[config.mk]
export PLATFORM = sky130hd
export DESIGN_NAME = gpio_port
export DESIGN_NICKNAME = d
export VERILOG_FILES = /design/src/rtl/gpio_port_pkg.sv /design/src/rtl/gpio_decode.sv /design/src/rtl/gpio_sync.sv /design/src/rtl/gpio_outregs.sv /design/src/rtl/gpio_readback.sv /design/src/rtl/gpio_port.sv
export SDC_FILE = /design/constraint.sdc
export NUM_CORES = 1
export LEC_CHECK = 0
export BUFFER_PORTS_ARGS = -buffer_cell sky130_fd_sc_hd__buf_2
export CORE_ASPECT_RATIO = 1.75
export CORE_MARGIN = 3
export CORE_UTILIZATION = 47
export DETAILED_ROUTE_END_ITERATION = 7
export PLACE_DENSITY = 0.78
export REMOVE_ABC_BUFFERS = 1
export SLEW_MARGIN = 10
export SYNTH_ARGS = -nofsm -noshare
export SYNTH_HDL_FRONTEND = slang
export SYNTH_SLANG_ARGS = --single-unit
[constraint.sdc]
create_clock -name clk -period 0.9 [get_ports clk]
set_input_delay 0.18 -clock clk [delete_from_list [all_inputs] [get_ports clk]]
set_output_delay 0.18 -clock clk [all_outputs]
set_load 0.02 [all_outputs]
[src/rtl/gpio_port_pkg.sv]
package gpio_port_pkg;

    localparam logic [7:0] OFF_IDENT = 8'h00;
    localparam logic [7:0] OFF_HWCFG = 8'h10;
    localparam logic [7:0] OFF_LEVEL = 8'h20;
    localparam logic [7:0] OFF_OUTW  = 8'h24;
    localparam logic [7:0] OFF_DIRW  = 8'h28;
    localparam logic [7:0] OFF_LOWER = 8'h2C;
    localparam logic [7:0] OFF_RAISE = 8'h30;

    typedef enum logic [2:0] {
        RS_IDENT,
        RS_HWCFG,
        RS_LEVEL,
        RS_OUTW,
        RS_DIRW,
        RS_LOWER,
        RS_RAISE,
        RS_NONE
    } reg_sel_e;

endpackage

[src/rtl/gpio_decode.sv]
module gpio_decode
    import gpio_port_pkg::*;
#(
    parameter int ADDR_W = 12
) (
    input  logic [ADDR_W-1:0] addr,
    output reg_sel_e          sel
);

    always_comb begin
        case (addr)
            ADDR_W'(OFF_IDENT): sel = RS_IDENT;
            ADDR_W'(OFF_HWCFG): sel = RS_HWCFG;
            ADDR_W'(OFF_LEVEL): sel = RS_LEVEL;
            ADDR_W'(OFF_OUTW):  sel = RS_OUTW;
            ADDR_W'(OFF_DIRW):  sel = RS_DIRW;
            ADDR_W'(OFF_LOWER): sel = RS_LOWER;
            ADDR_W'(OFF_RAISE): sel = RS_RAISE;
            default:            sel = RS_NONE;
        endcase
    end

endmodule

[src/rtl/gpio_sync.sv]
module gpio_sync #(
    parameter int NCH    = 32,
    parameter int STAGES = 2
) (
    input  logic           clk,
    input  logic           rst_n,
    input  logic [NCH-1:0] raw,
    output logic [NCH-1:0] synced
);

    logic [NCH-1:0] stg_d [STAGES];
    logic [NCH-1:0] stg_q [STAGES];

    generate
        for (genvar s = 0; s < STAGES; s++) begin : g_stage
            if (s == 0) begin : g_first
                always_comb stg_d[s] = raw;
            end else begin : g_next
                always_comb stg_d[s] = stg_q[s-1];
            end
            always_ff @(posedge clk or negedge rst_n) begin
                if (!rst_n) stg_q[s] <= '0;
                else        stg_q[s] <= stg_d[s];
            end
        end
    endgenerate

    assign synced = stg_q[STAGES-1];

endmodule

[src/rtl/gpio_outregs.sv]
module gpio_outregs
    import gpio_port_pkg::*;
#(
    parameter int NCH = 32
) (
    input  logic           clk,
    input  logic           rst_n,
    input  logic           wr_en,
    input  reg_sel_e       sel,
    input  logic [NCH-1:0] wdata,
    output logic [NCH-1:0] dout,
    output logic [NCH-1:0] dir
);

    typedef struct packed {
        logic [NCH-1:0] dout;
        logic [NCH-1:0] dir;
    } state_t;

    state_t st_d, st_q;

    always_comb begin
        st_d = st_q;
        if (wr_en) begin
            case (sel)
                RS_OUTW:  st_d.dout = wdata;
                RS_DIRW:  st_d.dir  = wdata;
                RS_RAISE: st_d.dout = st_q.dout | wdata;
                RS_LOWER: st_d.dout = st_q.dout & ~wdata;
                default:  st_d = st_q;
            endcase
        end
    end

    always_ff @(posedge clk or negedge rst_n) begin
        if (!rst_n) st_q <= '0;
        else        st_q <= st_d;
    end

    assign dout = st_q.dout;
    assign dir  = st_q.dir;

    // masked bits end high, the rest keep their value
    a_r5_raise_masked: assert property (@(posedge clk) disable iff (!rst_n)
        (wr_en && sel == RS_RAISE) |=>
            ((dout & $past(wdata)) == $past(wdata)) &&
            ((dout & ~$past(wdata)) == ($past(dout) & ~$past(wdata))));

    // masked bits end low, the rest keep their value
    a_r6_lower_masked: assert property (@(posedge clk) disable iff (!rst_n)
        (wr_en && sel == RS_LOWER) |=>
            ((dout & $past(wdata)) == '0) &&
            ((dout & ~$past(wdata)) == ($past(dout) & ~$past(wdata))));

    // writes that do not hit a writable word leave both words alone
    a_r11_ignore_write: assert property (@(posedge clk) disable iff (!rst_n)
        (wr_en && (sel == RS_NONE || sel == RS_IDENT || sel == RS_HWCFG || sel == RS_LEVEL))
            |=> ($stable(dout) && $stable(dir)));

endmodule

[src/rtl/gpio_readback.sv]
module gpio_readback
    import gpio_port_pkg::*;
#(
    parameter int          NCH     = 32,
    parameter logic [31:0] ID_WORD = 32'h6710_0200
) (
    input  logic           clk,
    input  logic           rst_n,
    input  logic           acc,
    input  logic           wr,
    input  reg_sel_e       sel,
    input  logic [NCH-1:0] level,
    input  logic [NCH-1:0] dout,
    input  logic [NCH-1:0] dir,
    output logic [31:0]    rdata,
    output logic           ready
);

    localparam logic [31:0] CFG_WORD = 32'(NCH);

    typedef struct packed {
        logic [31:0] rdata;
        logic        ready;
    } state_t;

    state_t      st_d, st_q;
    logic [31:0] mux;

    always_comb begin
        mux = '0;
        case (sel)
            RS_IDENT: mux = ID_WORD;
            RS_HWCFG: mux = CFG_WORD;
            RS_LEVEL: mux[NCH-1:0] = level;
            RS_OUTW:  mux[NCH-1:0] = dout;
            RS_DIRW:  mux[NCH-1:0] = dir;
            default:  mux = '0;
        endcase
    end

    always_comb begin
        st_d.ready = acc;
        st_d.rdata = (acc && !wr) ? mux : '0;
    end

    always_ff @(posedge clk or negedge rst_n) begin
        if (!rst_n) st_q <= '0;
        else        st_q <= st_d;
    end

    assign rdata = st_q.rdata;
    assign ready = st_q.ready;

    // one acknowledge per access cycle, one cycle later
    a_r2_ready_follows: assert property (@(posedge clk) disable iff (!rst_n)
        acc |=> ready);
    a_r2_ready_idle: assert property (@(posedge clk) disable iff (!rst_n)
        !acc |=> !ready);

    // aliases and unmapped addresses read as zero
    a_r10_alias_zero: assert property (@(posedge clk) disable iff (!rst_n)
        (acc && !wr && (sel == RS_RAISE || sel == RS_LOWER || sel == RS_NONE))
            |=> (rdata == '0));

endmodule

[src/rtl/gpio_port.sv]
module gpio_port
    import gpio_port_pkg::*;
#(
    parameter int          NCH     = 32,
    parameter int          ADDR_W  = 12,
    parameter int          SYNC_N  = 2,
    parameter logic [31:0] ID_WORD = 32'h6710_0200
) (
    input  logic              clk,
    input  logic              rst_n,
    input  logic              bus_sel,
    input  logic              bus_wr,
    input  logic [ADDR_W-1:0] bus_addr,
    input  logic [31:0]       bus_wdata,
    output logic [31:0]       bus_rdata,
    output logic              bus_ready,
    input  logic [NCH-1:0]    pin_in,
    output logic [NCH-1:0]    pin_out,
    output logic [NCH-1:0]    pin_oe
);

    reg_sel_e       sel;
    logic [NCH-1:0] level;
    logic [NCH-1:0] dout;
    logic [NCH-1:0] dir;

    gpio_decode #(.ADDR_W(ADDR_W)) u_decode (
        .addr (bus_addr),
        .sel  (sel)
    );

    gpio_sync #(.NCH(NCH), .STAGES(SYNC_N)) u_sync (
        .clk    (clk),
        .rst_n  (rst_n),
        .raw    (pin_in),
        .synced (level)
    );

    gpio_outregs #(.NCH(NCH)) u_outregs (
        .clk   (clk),
        .rst_n (rst_n),
        .wr_en (bus_sel && bus_wr),
        .sel   (sel),
        .wdata (bus_wdata[NCH-1:0]),
        .dout  (dout),
        .dir   (dir)
    );

    gpio_readback #(.NCH(NCH), .ID_WORD(ID_WORD)) u_readback (
        .clk   (clk),
        .rst_n (rst_n),
        .acc   (bus_sel),
        .wr    (bus_wr),
        .sel   (sel),
        .level (level),
        .dout  (dout),
        .dir   (dir),
        .rdata (bus_rdata),
        .ready (bus_ready)
    );

    assign pin_out = dout;
    assign pin_oe  = dir;

    // a full write lands on the pads one cycle later
    a_r3_full_write: assert property (@(posedge clk) disable iff (!rst_n)
        (bus_sel && bus_wr && sel == RS_OUTW) |=> (pin_out == $past(bus_wdata[NCH-1:0])));

    // direction write lands on the enables one cycle later
    a_r4_dir_write: assert property (@(posedge clk) disable iff (!rst_n)
        (bus_sel && bus_wr && sel == RS_DIRW) |=> (pin_oe == $past(bus_wdata[NCH-1:0])));

endmodule

Yosys cells after proc, flatten, opt, wreduce, memory -nomap -nowiden:

Index checks and enable logic that the tools add are counted.
W data, S select, Z words.

* word-level logic and storage cells: 33
* input bits: 80
* bits in registers: 161

* bitwise gates (word level): 3
* equality and inequality tests: 12
* reductions and logical operators: 8
* muxes and demuxes: 4

Operators by type and width (number)
* $pmux W32 S5: 1
* $pmux W32 S3: 1
* $eq A12 B6 Y1 const B: 5
* $and A32 B32 Y32: 1
* $mux W32: 1
* $not A32 Y32: 1
* $or A32 B32 Y32: 1
* $pmux W3 S7: 1
* $eq A12 B5 Y1 const B: 1
* $logic_not A12 Y1: 1
* $eq A3 B3 Y1 const B: 3
* $eq A3 B2 Y1 const B: 2
* $reduce_and A2 Y1: 2
* $eq A3 B1 Y1 const B: 1
* $logic_not A3 Y1: 1
* $reduce_bool A3 Y1: 1
* $logic_and A1 B1 Y1: 2
* $logic_not A1 Y1: 1

Depth between registers and ports, before layout:

* depth after elaboration: 5
* mapped depth: 7
* mapped depth without buffers: 4

Hierarchy:

Synthesis repeated with hierarchy kept, for this count alone.

* cells, all modules: 565
* area, all modules: 7111.8 um^2

By module, submodules not included
* gpio_outregs: times used 1, cells each 338, area each 3771.1 um^2
* gpio_readback: times used 1, cells each 151, area each 1644.1 um^2
* gpio_sync: times used 1, cells each 64, area each 1601.5 um^2
* gpio_decode: times used 1, cells each 11, area each 88.8 um^2
* gpio_port: times used 1, cells each 1, area each 6.3 um^2

Worst setup path before layout:

No wires, ideal clock.

* path type: input to register
* start point: input bus_addr[1]
* end point: register u_outregs.st_q, in the netlist u_outregs.dir[10]
* setup time: 0.125 ns
* buffers on the path: 2
* slack: -0.966 ns
* cell stages on the path: 6
* data required time: 0.775 ns
* arrival time: 1.741 ns
* cell sequence: or4_1 -> buf_2 -> nor4_4 -> nand3_4 -> buf_6 -> mux2_4

* cells in the longest elaborated chain, start to end: 4
* elaborated cells between the ends (all ways): 10
* those cells by class: eq/ne (7); mux (1); reduce/logical (2)

RTL lines
* start, declared: RTL line gpio_port.sv:13 `input logic [ADDR_W-1:0] bus_addr,`
* $eq A12 B6 Y1 (tied with other cells): RTL line gpio_decode.sv:11 `case (addr)`
* $pmux W3 S7 *: RTL line gpio_decode.sv:11
* $eq A3 B3 Y1 *: RTL line gpio_outregs.sv:25 `case (sel)`
* $reduce_and A2 Y1 (no source line) *
* end signal, assigned: RTL line gpio_outregs.sv:37 `else st_q <= st_d;`
* end, declared: RTL line gpio_outregs.sv:20 `state_t st_d, st_q;`

Mark *: on every way between the ends. The rest lies on a longest branch, timed or not.
A chain may end at the register's enable or synchronous reset.

Worst setup path in the final report:

* start point: input bus_addr[9]
* end point: register u_outregs.st_q, in the netlist u_outregs.dout[29]

* cells in the longest elaborated chain, start to end: 5
* elaborated cells between the ends (all ways): 14
* those cells by class: eq/ne (9); mux (2); reduce/logical (3)

RTL lines (RTL line)
* $eq A12 B6 Y1 (tied with other cells): gpio_decode.sv:11
* $pmux W3 S7 *: gpio_decode.sv:11
* $eq A3 B2 Y1 / $eq A3 B3 Y1 (equally long branches): gpio_outregs.sv:25
* $reduce_bool A3 Y1 (no source line)
* $reduce_and A2 Y1 (no source line)

Marks and branches as above.

==> metrics.md <==
| Metric | Value |
|---|---|
| Initial Utilization | 48.7% |
| WP data required | about 1300 ps |
| CTS tree | built |
| Die height | 160 microns |
| DR vias/cell | ~6.5 |
| Initial antenna violation count | 2 |
| Cell count after synthesis | 498 |
| Initial DRC count | about 800 |
| Netlist cell types | 36 |
| Total CTS buffers | 17 |
| GRT overflow | 0 |
| R2R Setup Slk | -390 ps |
| Max incr delay on CP | between 800 and 900 ps |
| Share of layout cells above drive strength 1 | about 56% |
| Cell accounting for the most synthesized area | dfrtp_1 |
| Crit. Startpoint | bus_addr[9] |
| Failing checks | negative setup slack |
| Status | finished with violations |
| Pin count of the biggest net entering global routing | 42 |
| WHS | around 21 ps |
| Worst-Skew Late Latency | 440 ps |
| Syn_area_per_cell | 12.8 sq um |
| Cell Area, Placed | 8180 sq um |
| Die Width | about 94 microns |
| Pre-CTS setup slack | -1380 ps |
| Post-synth top cells | dfrtp_1, nor2_1, nand2_1, nand3_1, a2111oi_0 |
| Worst-path clk slew | roughly 60 ps |
| Synth top area cells | dfrtp_1, mux2_4, a2111oi_0 |
| Worst slew margin | 29.7% |
| Worst setup EP type | flop |
| Pwr/cell area | about 1500 nW/um^2 |
| Final WL | 30,600 microns |
| Worst Path Arrival | approximately 2600 ps |
| Top Ports | between 150 and 200 |
| Leakage Power | 5.33 nW |
| DIE AREA | about 15,000 sq um |
| Async set-reset flop share out of synthesis | 100% |
| Vias | 6,845 |
| CTS Sinks | between 150 and 200 |
| Post-synthesis sequential area ratio | 63.0% |
| Final Core Density | a little over four fifths |
| Final setup viols | slightly below 200 |
| # rows | between 50 and 60 |
| CP Class | primary input to flop |
| Syn. warnings | 0 |
| GP Congestion | 0.870 |
| Count leader, synth | dfrtp_1 |
| Register bit total from synthesis | around 160 |
| IO Port Bufs | between 150 and 200 |
| Final #Nets | between 900 and 1,000 |
| Startpoint types | primary input |
| Critical Path Fanout Max | 10 |
| Clk buf depth | 2 |
| Fillers | around 600 |
| First-pass GRT wire length | 38,700 microns |
| Slowest cell on the critical path | a2111oi_1 |
| P&R area growth vs syn | 73.2% |
| H-tree levels | 4 |
| Maxcap violations | 0 |
| Antenna Nets Post-Route | 0 |
| Pre-Repair DR Iteration Count | 8 |
| Period utilization | 246% |
| Max-slew violation count | 0 |
| Final Hold Vio Count | 0 |
| Critical Path, Cell by Cell | buf_2 -> or4_4 -> buf_4 -> clkbuf_16 -> a2111oi_1 -> o21ai_1 -> nand2_1 |
| IR drop worst, VDD | about 0.0017 V |
| Final WS setup | -1310 ps |
| Mapped Area | roughly 6400 sq um |
| Clk root buf | clkbuf_16 |
| DRC Markers | 0 |
| Class of the worst hold path | primary input to flop |
| Post-DP HPWL | roughly 13,000 microns |
| Main synth FF type | dfrtp_1 |
| Drt wl/cell | between 20 and 30 microns |
| Core area | approximately 13,000 sq um |
| Clock skew | about 14 ps |
| Hold_sp | bus_wdata[0] |
| Top-area cell type share of the netlist area | about 63% |
| Final Cell Area | between 10,000 and 15,000 sq um |
| Unrepaired setup endpoints after global routing | true |
| Worst-margin pin slew | approximately 1100 ps |
| Highest clock rate | 452 MHz |
| R2r startpoint | u_outregs.dout[7] |
| Number of enable flip-flop cells after synthesis | 0 |
| Minimum clock period after layout | 2210 ps |
| Vias in the first global route | between 6,000 and 7,000 |
| GRT Util Overall | between 30% and 40% |
## worst max-delay path: cells and delay by family
family	cells	cell delay (ps)
simple gates	2	740
compound gates	2	1180
buf+inv	3	450
## worst paths after layout
path	cells past startpoint	to
setup / recovery	7	u_outregs.dout[29]
hold / removal	3	u_outregs.dout[0]
setup reg to reg	4	u_readback.rdata[7]
hold reg to reg	0	u_sync.synced[7]
max in group asynchronous	3	u_outregs.dout[28]
min in group asynchronous	2	u_sync.synced[16]
## cells by family (layout without fill, tap and decap cells)
family	after synthesis	count (layout)	share of synthesized area [%]
XOR/XNOR	1	1	0.137
other	0	2	0
flip-flops	161	161	63.0
buffers and inverters	46	429	3.42
AO/OA/AOI/OAI	133	133	16.0
multiplexers	33	33	7.55
AND/OR/NAND/NOR	124	124	9.92
## area by class of cell
| type | instances | area [sq um] | area share, % |
|---|---|---|---|
| flip-flops and latches | 161 | 4030 | 36.4 |
| inverters | 1 | 3.75 | 0.0339 |
| well taps | 171 | 214 | 1.93 |
| repair buffers | 396 | 3610 | 32.6 |
| clock buffers | 21 | 480 | 4.34 |
| diodes | 2 | 5.00 | 0.0452 |
| clock inverters | 11 | 174 | 1.57 |
| multi-input cells | 291 | 2560 | 23.1 |
## routing by layer
layer  vias to the layer above  track usage (%)  share of wire [%]
met1                      3335             40.5                 32
li1                       2589                -                  -
met5                         -                0                  0
met2                       678             56.0                 48
met3                       243             6.37                9.9
met4                         0             23.5                9.7
## registers in the layout, indices dropped and copies added, names as in the netlist
signal / count
u_outregs.dout: 32
u_outregs.dir: 32
u_readback.ready: 1
u_readback.rdata: 32
u_sync.synced: 32
u_sync.stg_d: 32
## what timing repair did
action / in CTS / in global routing
endpoints found under the setup margin: 193 / 193
gates resized for setup: 268 / 94
gates cloned: 1 / 6
pin swaps: 9 / 18
hold buffers: 33 / 0
endpoints found under the hold margin: 193 / 0
setup buffers: 55 / 29
## power by group
group / total, mW / leakage [nW] / internal (mW) / switching (mW)
clock: 8.20 / 0.324 / 4.98 / 3.22
sequential: 7.47 / 2.10 / 7.39 / 0.0740
combinational: 1.17 / 2.91 / 0.509 / 0.665
## stage by stage
step,setup TNS [ps],instances,power (mW)
3_3_place_gp,-118560,896,8.40
3_5_place_dp,-122300,896,8.43
2_1_floorplan,-204560,453,7.73
5_1_grt,-100020,1054,17.1
6_report,-97250,1054,16.8
4_1_cts,-85470,1017,16.4
## placed cells by master, fill, tap and decap left out, types with 2 or more instances in the layout
| cell | n |
|---|---|
| a22oi_1 | 31 |
| a2111oi_2 | 14 |
| clkbuf_16 | 21 |
| o21ai_4 | 4 |
| nor2_1 | 4 |
| or4_4 | 2 |
| nor4_4 | 2 |
| diode_2 | 2 |
| o21ai_0 | 2 |
| clkbuf_8 | 4 |
| inv_6 | 3 |
| dfrtp_1 | 160 |
| bufinv_16 | 4 |
| a22o_1 | 24 |
| a2111oi_1 | 8 |
| buf_2 | 78 |
| nor2_4 | 21 |
| nor4_2 | 2 |
| nor2_2 | 9 |
| buf_6 | 134 |
| dlygate4sd3_1 | 33 |
| a2111oi_0 | 9 |
| buf_4 | 133 |
| clkinv_2 | 2 |
| nand3_1 | 32 |
| mux2_2 | 2 |
| buf_12 | 14 |
| nand2b_1 | 10 |
| a32o_1 | 7 |
| mux2_4 | 30 |
| o21ai_1 | 21 |
| clkinv_4 | 2 |
| nand2_1 | 31 |
| a21oi_1 | 2 |
| a2111oi_4 | 2 |
| o21ai_2 | 6 |
Power figures use the tool's default switching activity.
